## src/rtl/i2c_fifo_irq_pkg.sv

```systemverilog
package i2c_fifo_irq_pkg;

   localparam int unsigned REG_AW  = 3;
   localparam int unsigned REG_DW  = 16;
   localparam int unsigned BYTE_W  = 8;
   localparam int unsigned CODE_W  = 6;
   localparam int unsigned THR_W   = CODE_W + 1;
   localparam int unsigned EVT_N   = 7;

   localparam logic [REG_AW-1:0] A_CFG   = 3'd0;
   localparam logic [REG_AW-1:0] A_EVT   = 3'd1;
   localparam logic [REG_AW-1:0] A_MSET  = 3'd2;
   localparam logic [REG_AW-1:0] A_MCLR  = 3'd3;
   localparam logic [REG_AW-1:0] A_COUNT = 3'd4;
   localparam logic [REG_AW-1:0] A_DATA  = 3'd5;
   localparam logic [REG_AW-1:0] A_LEVEL = 3'd6;
   localparam logic [REG_AW-1:0] A_INFO  = 3'd7;

   localparam int unsigned B_TXREQ = 0;
   localparam int unsigned B_TXDR  = 1;
   localparam int unsigned B_RXREQ = 2;
   localparam int unsigned B_RXDR  = 3;

   localparam int unsigned CFG_TXCLR = 6;
   localparam int unsigned CFG_RXCLR = 14;

   // bit 0 is the last member
   typedef struct packed {
      logic arb;
      logic nack;
      logic done;
      logic rx_drain;
      logic rx_req;
      logic tx_drain;
      logic tx_req;
   } evt_t;

endpackage

```

## src/rtl/ififo_buf.sv

```systemverilog
module ififo_buf #(
   parameter int unsigned DEPTH = 16,
   parameter int unsigned W     = 8
) (
   input  logic                         clk,
   input  logic                         rst_n,
   input  logic                         clr,
   input  logic                         push,
   input  logic [W-1:0]                 din,
   input  logic                         pop,
   output logic [W-1:0]                 dout,
   output logic [$clog2(DEPTH+1)-1:0]   level,
   output logic                         empty,
   output logic                         full
);
   localparam int unsigned AW = $clog2(DEPTH);
   localparam int unsigned LW = $clog2(DEPTH+1);

   logic [W-1:0]  mem [DEPTH];
   logic [AW-1:0] wp_q, rp_q;
   logic [LW-1:0] cnt_q;
   logic          do_push, do_pop;

   assign empty   = (cnt_q == '0);
   assign full    = (cnt_q == LW'(DEPTH));
   assign do_push = push && !full;
   assign do_pop  = pop && !empty;
   assign dout    = mem[rp_q];
   assign level   = cnt_q;

   always_ff @(posedge clk) begin
      if (do_push && !clr) mem[wp_q] <= din;
   end

   always_ff @(posedge clk) begin
      if (!rst_n || clr) begin
         wp_q  <= '0;
         rp_q  <= '0;
         cnt_q <= '0;
      end else begin
         if (do_push) wp_q <= wp_q + 1'b1;
         if (do_pop)  rp_q <= rp_q + 1'b1;
         case ({do_push, do_pop})
            2'b10:   cnt_q <= cnt_q + 1'b1;
            2'b01:   cnt_q <= cnt_q - 1'b1;
            default: cnt_q <= cnt_q;
         endcase
      end
   end
endmodule

```

## src/rtl/ififo_reqgen.sv

```systemverilog
module ififo_reqgen #(
   parameter bit          IS_TX = 1'b1,
   parameter int unsigned LVL_W = 5,
   parameter int unsigned CNT_W = 16,
   parameter int unsigned THR_W = 7
) (
   input  logic             active,
   input  logic [LVL_W-1:0] level,
   input  logic [THR_W-1:0] thr,
   input  logic [CNT_W-1:0] rem,
   output logic             ready_c,
   output logic             drain_c
);
   logic [CNT_W-1:0] lvl_x, thr_x;
   logic             below;

   assign lvl_x = CNT_W'(level);
   assign thr_x = CNT_W'(thr);
   assign below = (lvl_x < thr_x);

   generate
      if (IS_TX) begin : g_tx
         logic [CNT_W-1:0] need;
         always_comb need = (rem > lvl_x) ? (rem - lvl_x) : '0;
         assign ready_c = active && below && (need >= thr_x);
         assign drain_c = active && below && (need != '0) && (need < thr_x);
      end else begin : g_rx
         assign ready_c = active && !below;
         assign drain_c = active && below && (lvl_x != '0) && (rem == '0);
      end
   endgenerate
endmodule

```

## src/rtl/ififo_evtreg.sv

```systemverilog
module ififo_evtreg
   import i2c_fifo_irq_pkg::*;
#(
   parameter int unsigned N = EVT_N
) (
   input  logic         clk,
   input  logic         rst_n,
   input  logic [N-1:0] set,
   input  logic [N-1:0] w1c,
   input  logic [N-1:0] en_set,
   input  logic [N-1:0] en_clr,
   output logic [N-1:0] evt_q,
   output logic [N-1:0] en_q,
   output logic         irq
);
   logic [N-1:0] nxt;

   always_comb begin
      nxt = (evt_q & ~w1c) | set;
      // a pending tail request displaces the burst request of its FIFO
      if (nxt[B_TXDR]) nxt[B_TXREQ] = 1'b0;
      if (nxt[B_RXDR]) nxt[B_RXREQ] = 1'b0;
   end

   always_ff @(posedge clk) begin
      if (!rst_n) begin
         evt_q <= '0;
         en_q  <= '0;
      end else begin
         evt_q <= nxt;
         en_q  <= (en_q | en_set) & ~en_clr;
      end
   end

   assign irq = |(evt_q & en_q);
endmodule

```

## src/rtl/i2c_fifo_irq.sv

```systemverilog
module i2c_fifo_irq
   import i2c_fifo_irq_pkg::*;
#(
   parameter int unsigned DEPTH = 16,
   parameter int unsigned CNT_W = 16
) (
   input  logic              clk,
   input  logic              rst_n,
   input  logic [2:0]        reg_addr,
   input  logic              reg_wr,
   input  logic              reg_rd,
   input  logic [15:0]       reg_wdata,
   output logic [15:0]       reg_rdata,
   input  logic              xfer_start,
   input  logic              xfer_tx,
   input  logic              tx_pop,
   output logic [7:0]        tx_byte,
   output logic              tx_avail,
   input  logic              rx_push,
   input  logic [7:0]        rx_byte,
   input  logic              ev_done,
   input  logic              ev_nack,
   input  logic              ev_arb,
   output logic              irq
);
   localparam int unsigned LVL_W = $clog2(DEPTH+1);
   localparam int unsigned DCODE = $clog2(DEPTH/8);

   generate
      if (DEPTH < 8 || DEPTH > 64 || (DEPTH & (DEPTH-1)) != 0) begin : g_bad_depth
         $error("DEPTH must be a power of two from 8 to 64");
      end
      if (CNT_W < THR_W || CNT_W > REG_DW) begin : g_bad_cnt
         $error("CNT_W must lie between 7 and 16");
      end
   endgenerate

   // ---------------- register decode
   logic wr_cfg, wr_evt, wr_mset, wr_mclr, wr_cnt, wr_data, rd_data;
   assign wr_cfg  = reg_wr && (reg_addr == A_CFG);
   assign wr_evt  = reg_wr && (reg_addr == A_EVT);
   assign wr_mset = reg_wr && (reg_addr == A_MSET);
   assign wr_mclr = reg_wr && (reg_addr == A_MCLR);
   assign wr_cnt  = reg_wr && (reg_addr == A_COUNT);
   assign wr_data = reg_wr && (reg_addr == A_DATA);
   assign rd_data = reg_rd && (reg_addr == A_DATA);

   // ---------------- configuration and transfer state
   logic [CODE_W-1:0] tx_code_q, rx_code_q;
   logic [CNT_W-1:0]  cnt_q, rem_q;
   logic              is_tx_q;
   logic              moved;
   logic              tx_empty;

   always_ff @(posedge clk) begin
      if (!rst_n) begin
         tx_code_q <= '0;
         rx_code_q <= '0;
         cnt_q     <= '0;
      end else begin
         if (wr_cfg) begin
            tx_code_q <= reg_wdata[CODE_W-1:0];
            rx_code_q <= reg_wdata[8 +: CODE_W];
         end
         if (wr_cnt) cnt_q <= reg_wdata[CNT_W-1:0];
      end
   end

   assign moved = (tx_pop && !tx_empty) || rx_push;

   always_ff @(posedge clk) begin
      if (!rst_n) begin
         rem_q   <= '0;
         is_tx_q <= 1'b0;
      end else if (xfer_start) begin
         rem_q   <= cnt_q;
         is_tx_q <= xfer_tx;
      end else if (moved && rem_q != '0) begin
         rem_q   <= rem_q - 1'b1;
      end
   end

   // ---------------- byte FIFOs
   logic [LVL_W-1:0]  tx_level, rx_level;
   logic [BYTE_W-1:0] rx_head;
   logic              tx_full, rx_empty, rx_full;

   ififo_buf #(.DEPTH(DEPTH), .W(BYTE_W)) u_txf (
      .clk(clk), .rst_n(rst_n), .clr(wr_cfg && reg_wdata[CFG_TXCLR]),
      .push(wr_data), .din(reg_wdata[BYTE_W-1:0]), .pop(tx_pop),
      .dout(tx_byte), .level(tx_level), .empty(tx_empty), .full(tx_full));

   ififo_buf #(.DEPTH(DEPTH), .W(BYTE_W)) u_rxf (
      .clk(clk), .rst_n(rst_n), .clr(wr_cfg && reg_wdata[CFG_RXCLR]),
      .push(rx_push), .din(rx_byte), .pop(rd_data),
      .dout(rx_head), .level(rx_level), .empty(rx_empty), .full(rx_full));

   assign tx_avail = !tx_empty;

   // ---------------- request conditions
   logic [THR_W-1:0] tx_thr, rx_thr;
   logic             txr_c, txd_c, rxr_c, rxd_c;

   assign tx_thr = {1'b0, tx_code_q} + 1'b1;
   assign rx_thr = {1'b0, rx_code_q} + 1'b1;

   ififo_reqgen #(.IS_TX(1'b1), .LVL_W(LVL_W), .CNT_W(CNT_W), .THR_W(THR_W)) u_txreq (
      .active(is_tx_q), .level(tx_level), .thr(tx_thr), .rem(rem_q),
      .ready_c(txr_c), .drain_c(txd_c));

   ififo_reqgen #(.IS_TX(1'b0), .LVL_W(LVL_W), .CNT_W(CNT_W), .THR_W(THR_W)) u_rxreq (
      .active(!is_tx_q), .level(rx_level), .thr(rx_thr), .rem(rem_q),
      .ready_c(rxr_c), .drain_c(rxd_c));

   // ---------------- status, enables, interrupt
   evt_t             ev_set;
   logic [EVT_N-1:0] evt_q, en_q;

   always_comb begin
      ev_set.tx_req   = txr_c;
      ev_set.tx_drain = txd_c;
      ev_set.rx_req   = rxr_c;
      ev_set.rx_drain = rxd_c;
      ev_set.done     = ev_done;
      ev_set.nack     = ev_nack;
      ev_set.arb      = ev_arb;
   end

   ififo_evtreg #(.N(EVT_N)) u_evt (
      .clk(clk), .rst_n(rst_n), .set(ev_set),
      .w1c   (wr_evt  ? reg_wdata[EVT_N-1:0] : '0),
      .en_set(wr_mset ? reg_wdata[EVT_N-1:0] : '0),
      .en_clr(wr_mclr ? reg_wdata[EVT_N-1:0] : '0),
      .evt_q(evt_q), .en_q(en_q), .irq(irq));

   // ---------------- read mux
   always_comb begin
      case (reg_addr)
         A_CFG:          reg_rdata = {2'b00, rx_code_q, 2'b00, tx_code_q};
         A_EVT:          reg_rdata = REG_DW'(evt_q);
         A_MSET, A_MCLR: reg_rdata = REG_DW'(en_q);
         A_COUNT:        reg_rdata = REG_DW'(rem_q);
         A_DATA:         reg_rdata = REG_DW'(rx_head);
         A_LEVEL:        reg_rdata = {8'(rx_level), 8'(tx_level)};
         default:        reg_rdata = REG_DW'(DCODE);
      endcase
   end

   logic unused_ok;
   assign unused_ok = ^{tx_full, rx_empty, rx_full, reg_wdata};
endmodule

```

## config.mk

```make
export PLATFORM = sky130hd
export DESIGN_NAME = i2c_fifo_irq
export DESIGN_NICKNAME = d
export VERILOG_FILES = /design/src/rtl/i2c_fifo_irq_pkg.sv /design/src/rtl/ififo_buf.sv /design/src/rtl/ififo_reqgen.sv /design/src/rtl/ififo_evtreg.sv /design/src/rtl/i2c_fifo_irq.sv
export SDC_FILE = /design/constraint.sdc
export NUM_CORES = 1
export LEC_CHECK = 0
export CELL_PAD_IN_SITES_DETAIL_PLACEMENT = 1
export CELL_PAD_IN_SITES_GLOBAL_PLACEMENT = 2
export CORE_MARGIN = 5
export CORE_UTILIZATION = 38
export DETAILED_ROUTE_END_ITERATION = 12
export PLACE_DENSITY_LB_ADDON = 0.3
export SYNTH_ARGS = -nofsm -noshare
export SYNTH_HDL_FRONTEND = slang
export SYNTH_HIERARCHICAL = 1
export SYNTH_SLANG_ARGS = --single-unit
```

## constraint.sdc

```tcl
create_clock -name clk -period 4.4 [get_ports clk]
set_input_delay 0.88 -clock clk [delete_from_list [all_inputs] [get_ports clk]]
set_output_delay 0.88 -clock clk [all_outputs]
set_load 0.005 [all_outputs]
```

==> results of run 1 <==
-- area by class of cell --
type | instances | area, um^2 | share of cell area, %
clock buffers | 46 | 1040 | 5.58
clock inverters | 27 | 239 | 1.28
inverters | 50 | 188 | 1.00
multi-input cells | 748 | 5940 | 31.7
flip-flops and latches | 349 | 9550 | 51.1
well taps | 539 | 674 | 3.60
repair buffers | 117 | 1070 | 5.74
-- state kept, by name, summed over array words and instances, names as in the netlist, named ones only --
signal,count
rem_q,16
u_txf/rp_q,4
u_rxf/wp_q,4
u_evt/evt_q,7
tx_code_q,6
u_evt/en_q,7
u_txf/level,5
u_rxf/rp_q,4
is_tx_q,1
u_txf/wp_q,4
u_rxf/mem,128
u_rxf/level,5
rx_code_q,6
cnt_q,16
u_txf/mem,128
-- worst min path at each step --
| stage | cells after the start | end | slack (ns) | startpoint |
|---|---|---|---|---|
| floorplan | 2 | cnt_q[6]$_SDFFE_PN0P_ | 0.43 | cnt_q[6]$_SDFFE_PN0P_ |
| global placement | 2 | cnt_q[6]$_SDFFE_PN0P_ | 0.44 | cnt_q[6]$_SDFFE_PN0P_ |
| detailed placement | 2 | cnt_q[6]$_SDFFE_PN0P_ | 0.45 | cnt_q[6]$_SDFFE_PN0P_ |
| CTS | 2 | cnt_q[6]$_SDFFE_PN0P_ | 0.46 | cnt_q[6]$_SDFFE_PN0P_ |
| global route | 2 | cnt_q[2]$_SDFFE_PN0P_ | 0.47 | cnt_q[2]$_SDFFE_PN0P_ |
| finish | 2 | cnt_q[8]$_SDFFE_PN0P_ | 0.45 | cnt_q[8]$_SDFFE_PN0P_ |
-- power groups by stage --
| stage | sequential, mW | clock (mW) | combinational [mW] |
|---|---|---|---|
| 2_1_floorplan | 3.69 | 0 | 0.604 |
| 3_3_place_gp | 3.71 | 0 | 0.936 |
| 3_5_place_dp | 3.71 | 0 | 0.959 |
| 4_1_cts | 3.64 | 3.29 | 0.963 |
| 5_1_grt | 3.65 | 3.44 | 1.05 |
| 6_report | 3.64 | 3.19 | 0.951 |
-- worst max-delay path, cell delays in order, from the launching register on --
cell and delay, ns:
dfxtp_2 0.34, buf_12 0.26, mux4_2 0.58, a22oi_1 0.22
nand2_1 0.14, mux4_1 0.49, nor2_1 0.10, a21oi_1 0.09
clkdlybuf4s50_1 0.49
-- cell usage in the layout, fill, tap and decap left out, drive strengths merged, types with 8 or more instances in the layout --
| cell type | n |
|---|---|
| a21o | 8 |
| a21oi | 58 |
| a22oi | 37 |
| a31oi | 13 |
| and2 | 20 |
| and3 | 20 |
| buf | 54 |
| clkbuf | 46 |
| clkdlybuf4s50 | 63 |
| clkinv | 23 |
| dfxtp | 93 |
| edfxtp | 256 |
| ha | 41 |
| inv | 50 |
| mux2i | 17 |
| mux4 | 69 |
| nand2 | 98 |
| nand2b | 12 |
| nand3 | 24 |
| nand4 | 9 |
| nor2 | 120 |
| nor2b | 24 |
| nor3 | 16 |
| o2111ai | 8 |
| o211ai | 10 |
| o21a | 10 |
| o21ai | 29 |
| or3 | 8 |
| or4 | 15 |
| xnor2 | 13 |
| xor2 | 16 |
-- routing by layer --
metal	share of wire [%]	track usage, %	vias up
li1	-	-	4760
met1	45	25.3	5197
met2	49	31.4	213
met3	4.0	3.40	43
met4	1.6	4.08	0
met5	0	0	-
-- stage by stage --
stage / hold slack, ns / setup WS [ns] / std cells
finish: 0.455 / 0.209 / 1876
detailed placement: 0.452 / 0.328 / 1803
global route: 0.472 / 0.0390 / 1876
global placement: 0.441 / 0.473 / 1803
CTS: 0.459 / 0.0940 / 1876
floorplan: 0.431 / 0.630 / 1203
==> flow_summary_export.csv, run 1 <==
group,metric,value,unit
die,top_level_ports,64,
pwr,swShare,25.0,%
final_layout,design_area,18700,um^2
global_route,track_usage,18.6,%
final_layout,synthToLayoutAreaGrowth,17.5,%
timing,worstMarginPinSlew,1.08,ns
worst_setup_path,crit_path_max_fanout,32,
worst_setup_path,endpoint,"reg_rdata[3]",
timing,hold_violations,0,
pwr,clkPwrFrac,41.0,%
flow_run,drv_cap,0,
clocking,cts_resized,0,
timing,min_period,4.19,ns
die,die_w,215,um
drt,drc,0,
synth,ys_warn_count,6,
worst_setup_path,rr_endpoint,"u_evt/evt_q[0]$_SDFF_PP0_",
placed_design,place_hpwl,30.1,mm
drt,drt-total-wl,43.0,mm
drt,antenna_left,0,
clocking,insertion_delay,0.57,ns
timing,skew,0.0322,ns
synth,synthCells,1203,
die,fp-row-count,75,
clocking,cts.path.max_buffers,3,
worst_setup_path,start_kind,"flip-flop",
final_layout,nFillCells,4300,
die,core_area,41700,um^2
worst_setup_path,end_kind,"primary output",
worst_setup_path,worstPathArrival,3.31,ns
clocking,post_cts_buffers,0,
final_layout,final_util,44.9,%
timing,fmax,239,MHz
worst_setup_path,path_class,"reg -> out",
final_layout,diodes,0,
pwr,p_comb_share,12.2,%
synth,avgSynthCellArea,13.2,um^2
die,initial_utilization,38.2,%
clocking,clock-root-buffer,"clkbuf_16",
timing,relSlewSlack,27.9,%
final_layout,layout-drive-gt1-share,16.1,%
timing,period_share,95.3,%
timing,rsz0062_at_grt,"false",
worst_setup_path,cp_data_required_time,3.52,ns
placed_design,dpl_cell_area,17400,um^2
clocking,htreeDepth,2,
drt,first_pass_iters,7,
drt,drtIter0Drc,589,
hold_path,hold_class,"reg -> reg",
pwr,peakVddDrop,0.255,mV
clocking,cts.sinks,349,
die,fp.dieH,215,um
worst_setup_path,r2r-start,"rem_q[0]$_SDFFE_PN0P_",
timing,setup_viol,0,
pwr,p_seq_share,46.8,%
global_route,grt_pass1_vias,11000,
drt,vias,10200,
clocking,clk_pin_slew,0.06,ns
global_route,grt_max_degree,33,
die,die-area,46100,um^2
clocking,tritoncts,"done",
drt,routedWlPerCell,22.9,um
synth,syn_nets,1285,
status,status,"finished clean",
drt,via_per_inst,5.44,
worst_setup_path,reg2regPathDepth,16,
timing,report.final.slew_viol_count,0,
pwr,p_total,7.79,mW
timing,fin_tns_setup,0,ns
pwr,p_int,5.84,mW
clocking,numCtsBuffers,40,
placed_design,gp_congestion,0.798,
synth,synth_area,15900,um^2
global_route,grt_first_pass_wirelength,66.6,mm
global_route,antenna_found_initial,1,
pwr,p_switching,1.95,mW
final_layout,final_nets,1388,
pwr,p_leak,6.40,nW
clocking,holdBufCountCts,0,
global_route,overflow,0,
pwr,p_per_area,416,nW/um^2
placed_design,io_buffers,63,
worst_setup_path,r2r_slack,0.43,ns
(Power assumes the default switching activity.)
==> inputs of run 2 (changes only) <==
SKIP_LAST_GASP = 1   (was not set)
==> results of run 2 <==
No change in the layout: final DEF, timing and power equal those of run 1.
==> inputs of run 3 (changes only) <==
HOLD_SLACK_MARGIN = 0.03   (was not set)
SETUP_SLACK_MARGIN = 0.3   (was not set)
clock period = 5.32 ns   (was 4.4 ns; I/O delays follow)
==> run 3 against run 2 <==
Effect of this change: via count decreased by 1.8%; non-clock buffer count decreased by 38; total power is 18% lower; clock skew is 0.013 ns lower; utilization shrank 0.74 points; critical path type unchanged.
==> flow_summary_export.csv, run 3 (synthesized netlist as in run 1, its figures left out) <==
group,metric,value,unit
status,status,"finished clean",
drt,vias,10000,
timing,fmax,214,MHz
worst_setup_path,path_class,"reg -> out",
worst_setup_path,end_kind,"primary output",
worst_setup_path,reg2regPathDepth,14,
timing,relSlewSlack,30.5,%
final_layout,layout-drive-gt1-share,14.0,%
final_layout,layout.cells.non_filler,1838,
clocking,holdBufCountCts,0,
hold_path,whs_path_depth,2,
placed_design,post-place-ws,0.748,ns
worst_setup_path,cp_common_cell,"mux4_2",
worst_setup_path,critical_path.cell_chain,"buf_12 -> mux4_2 -> a22oi_1 -> nand2_1 -> mux4_2 -> inv_1 -> o21ai_0 -> clkdlybuf4s50_1",
timing,worstMarginPinSlew,1.04,ns
timing,period_share,88.0,%
timing,skew,0.0192,ns
die,die-area,46100,um^2
global_route,antenna_found_initial,0,
final_layout,final_cell_mix,"256 x edfxtp_1, 120 x nor2_1, 98 x nand2_1, 90 x dfxtp_1, 68 x mux4_2",
worst_setup_path,crit_path_max_fanout,19,
worst_setup_path,worstPathArrival,3.62,ns
timing,setup_viol,0,
global_route,grt_pass1_vias,10700,
pwr,p_leak,6.19,nW
clocking,htreeDepth,2,
drt,first_pass_iters,5,
die,core_area,41700,um^2
worst_setup_path,cp_data_required_time,4.26,ns
timing,min_period,4.68,ns
global_route,overflow,0,
placed_design,gp_congestion,0.758,
die,top_level_ports,64,
final_layout,final_nets,1349,
drt,drtIter0Drc,557,
clocking,cts.path.max_buffers,3,
timing,fin_ws,0.639,ns
clocking,tritoncts,"done",
clocking,cts_resized,0,
timing,fin_tns_setup,0,ns
final_layout,final_common_cell,"edfxtp_1",
die,initial_utilization,38.2,%
placed_design,place_hpwl,28.6,mm
timing,hold_violations,0,
clocking,clock-root-buffer,"clkbuf_16",
clocking,insertion_delay,0.56,ns
global_route,track_usage,18.1,%
flow_run,drv_cap,0,
clocking,cts.sinks,349,
hold_path,hold_class,"reg -> reg",
worst_setup_path,start_kind,"flip-flop",
drt,drc,0,
die,fp-row-count,75,
final_layout,synthToLayoutAreaGrowth,15.6,%
drt,drt-total-wl,42.0,mm
die,die_w,215,um
clocking,numCtsBuffers,39,
global_route,grt_first_pass_wirelength,64.6,mm
die,fp.dieH,215,um
final_layout,reg_top3,"u_rxf/mem x128, u_txf/mem x128",
placed_design,place_inst,1765,
timing,rsz0062_at_grt,"false",
drt,antenna_left,0,
drt,routedWlPerCell,22.9,um
clocking,clk_pin_slew,0.06,ns
global_route,grt_max_degree,33,
drt,via_per_inst,5.45,
clocking,post_cts_buffers,0,
pwr,p_per_area,349,nW/um^2
worst_setup_path,slowest_delay,0.68,ns
worst_setup_path,cpMaxStageDelayCell,"dfxtp_2",
placed_design,io_buffers,63,
pwr,peakVddDrop,0.278,mV
timing,report.final.slew_viol_count,0,
-- run 3: changes by cell type in the layout (fill, tap and decap cells not counted), moves of 2 or more --
cell        change
buf_12          -2
clkinv_1       -12
clkbuf_1        +6
clkinv_4        -3
clkinvlp_4      +4
clkbuf_8        +4
buf_4          -36
-- run 3: critical path: cells and delay by family, from the launching register on --
| kind | cells | cell delay, ns |
|---|---|---|
| mux | 2 | 1.00 |
| flops | 1 | 0.68 |
| simple gates | 1 | 0.14 |
| buf+inv | 3 | 0.83 |
| compound gates | 2 | 0.36 |
-- run 3: cell type report --
cell class	count	area [um^2]
diodes	1	2.50
flip-flops and latches	349	9550
repair buffers	79	763
clock inverters	17	189
multi-input cells	748	5930
inverters	50	188
clock buffers	55	1100
well taps	539	674
fillers	4312	23300
-- run 3: stage by stage --
step	total power [mW]	hold WS, ns	util (%)	area [um^2]
after floorplan	3.55	0.431	-	15900
after global placement	3.81	0.440	41.1	17100
after detailed placement	3.82	0.447	41.1	17100
after CTS	6.50	0.455	44.2	18400
after global routing	6.70	0.483	44.2	18400
final	6.41	0.451	44.2	18400
-- run 3: final timing paths --
kind | startpoint | endpoint | slack, ns
worst max register to register | u_txf/level[0]$_SDFFE_PP0P_ | u_evt/evt_q[1]$_SDFF_PN0_ | 0.90
worst max-delay path | flip-flop | reg_rdata[5] | 0.64
worst min register to register | cnt_q[9]$_SDFFE_PN0P_ | cnt_q[9]$_SDFFE_PN0P_ | 0.45
worst min-delay path | cnt_q[9]$_SDFFE_PN0P_ | cnt_q[9]$_SDFFE_PN0P_ | 0.45
-- run 3: per-layer routing --
layer,vias to the layer above,wire length (um),track usage [%]
met2,214,19900,29.4
li1,4681,-,-
met3,45,1970,3.40
met1,5086,19400,25.4
met4,0,752,4.25
met5,-,0,0
-- run 3: report_power, final --
part           internal, mW  switching (mW)
sequential             2.96          0.0843
combinational         0.323           0.391
clock                  1.55            1.10
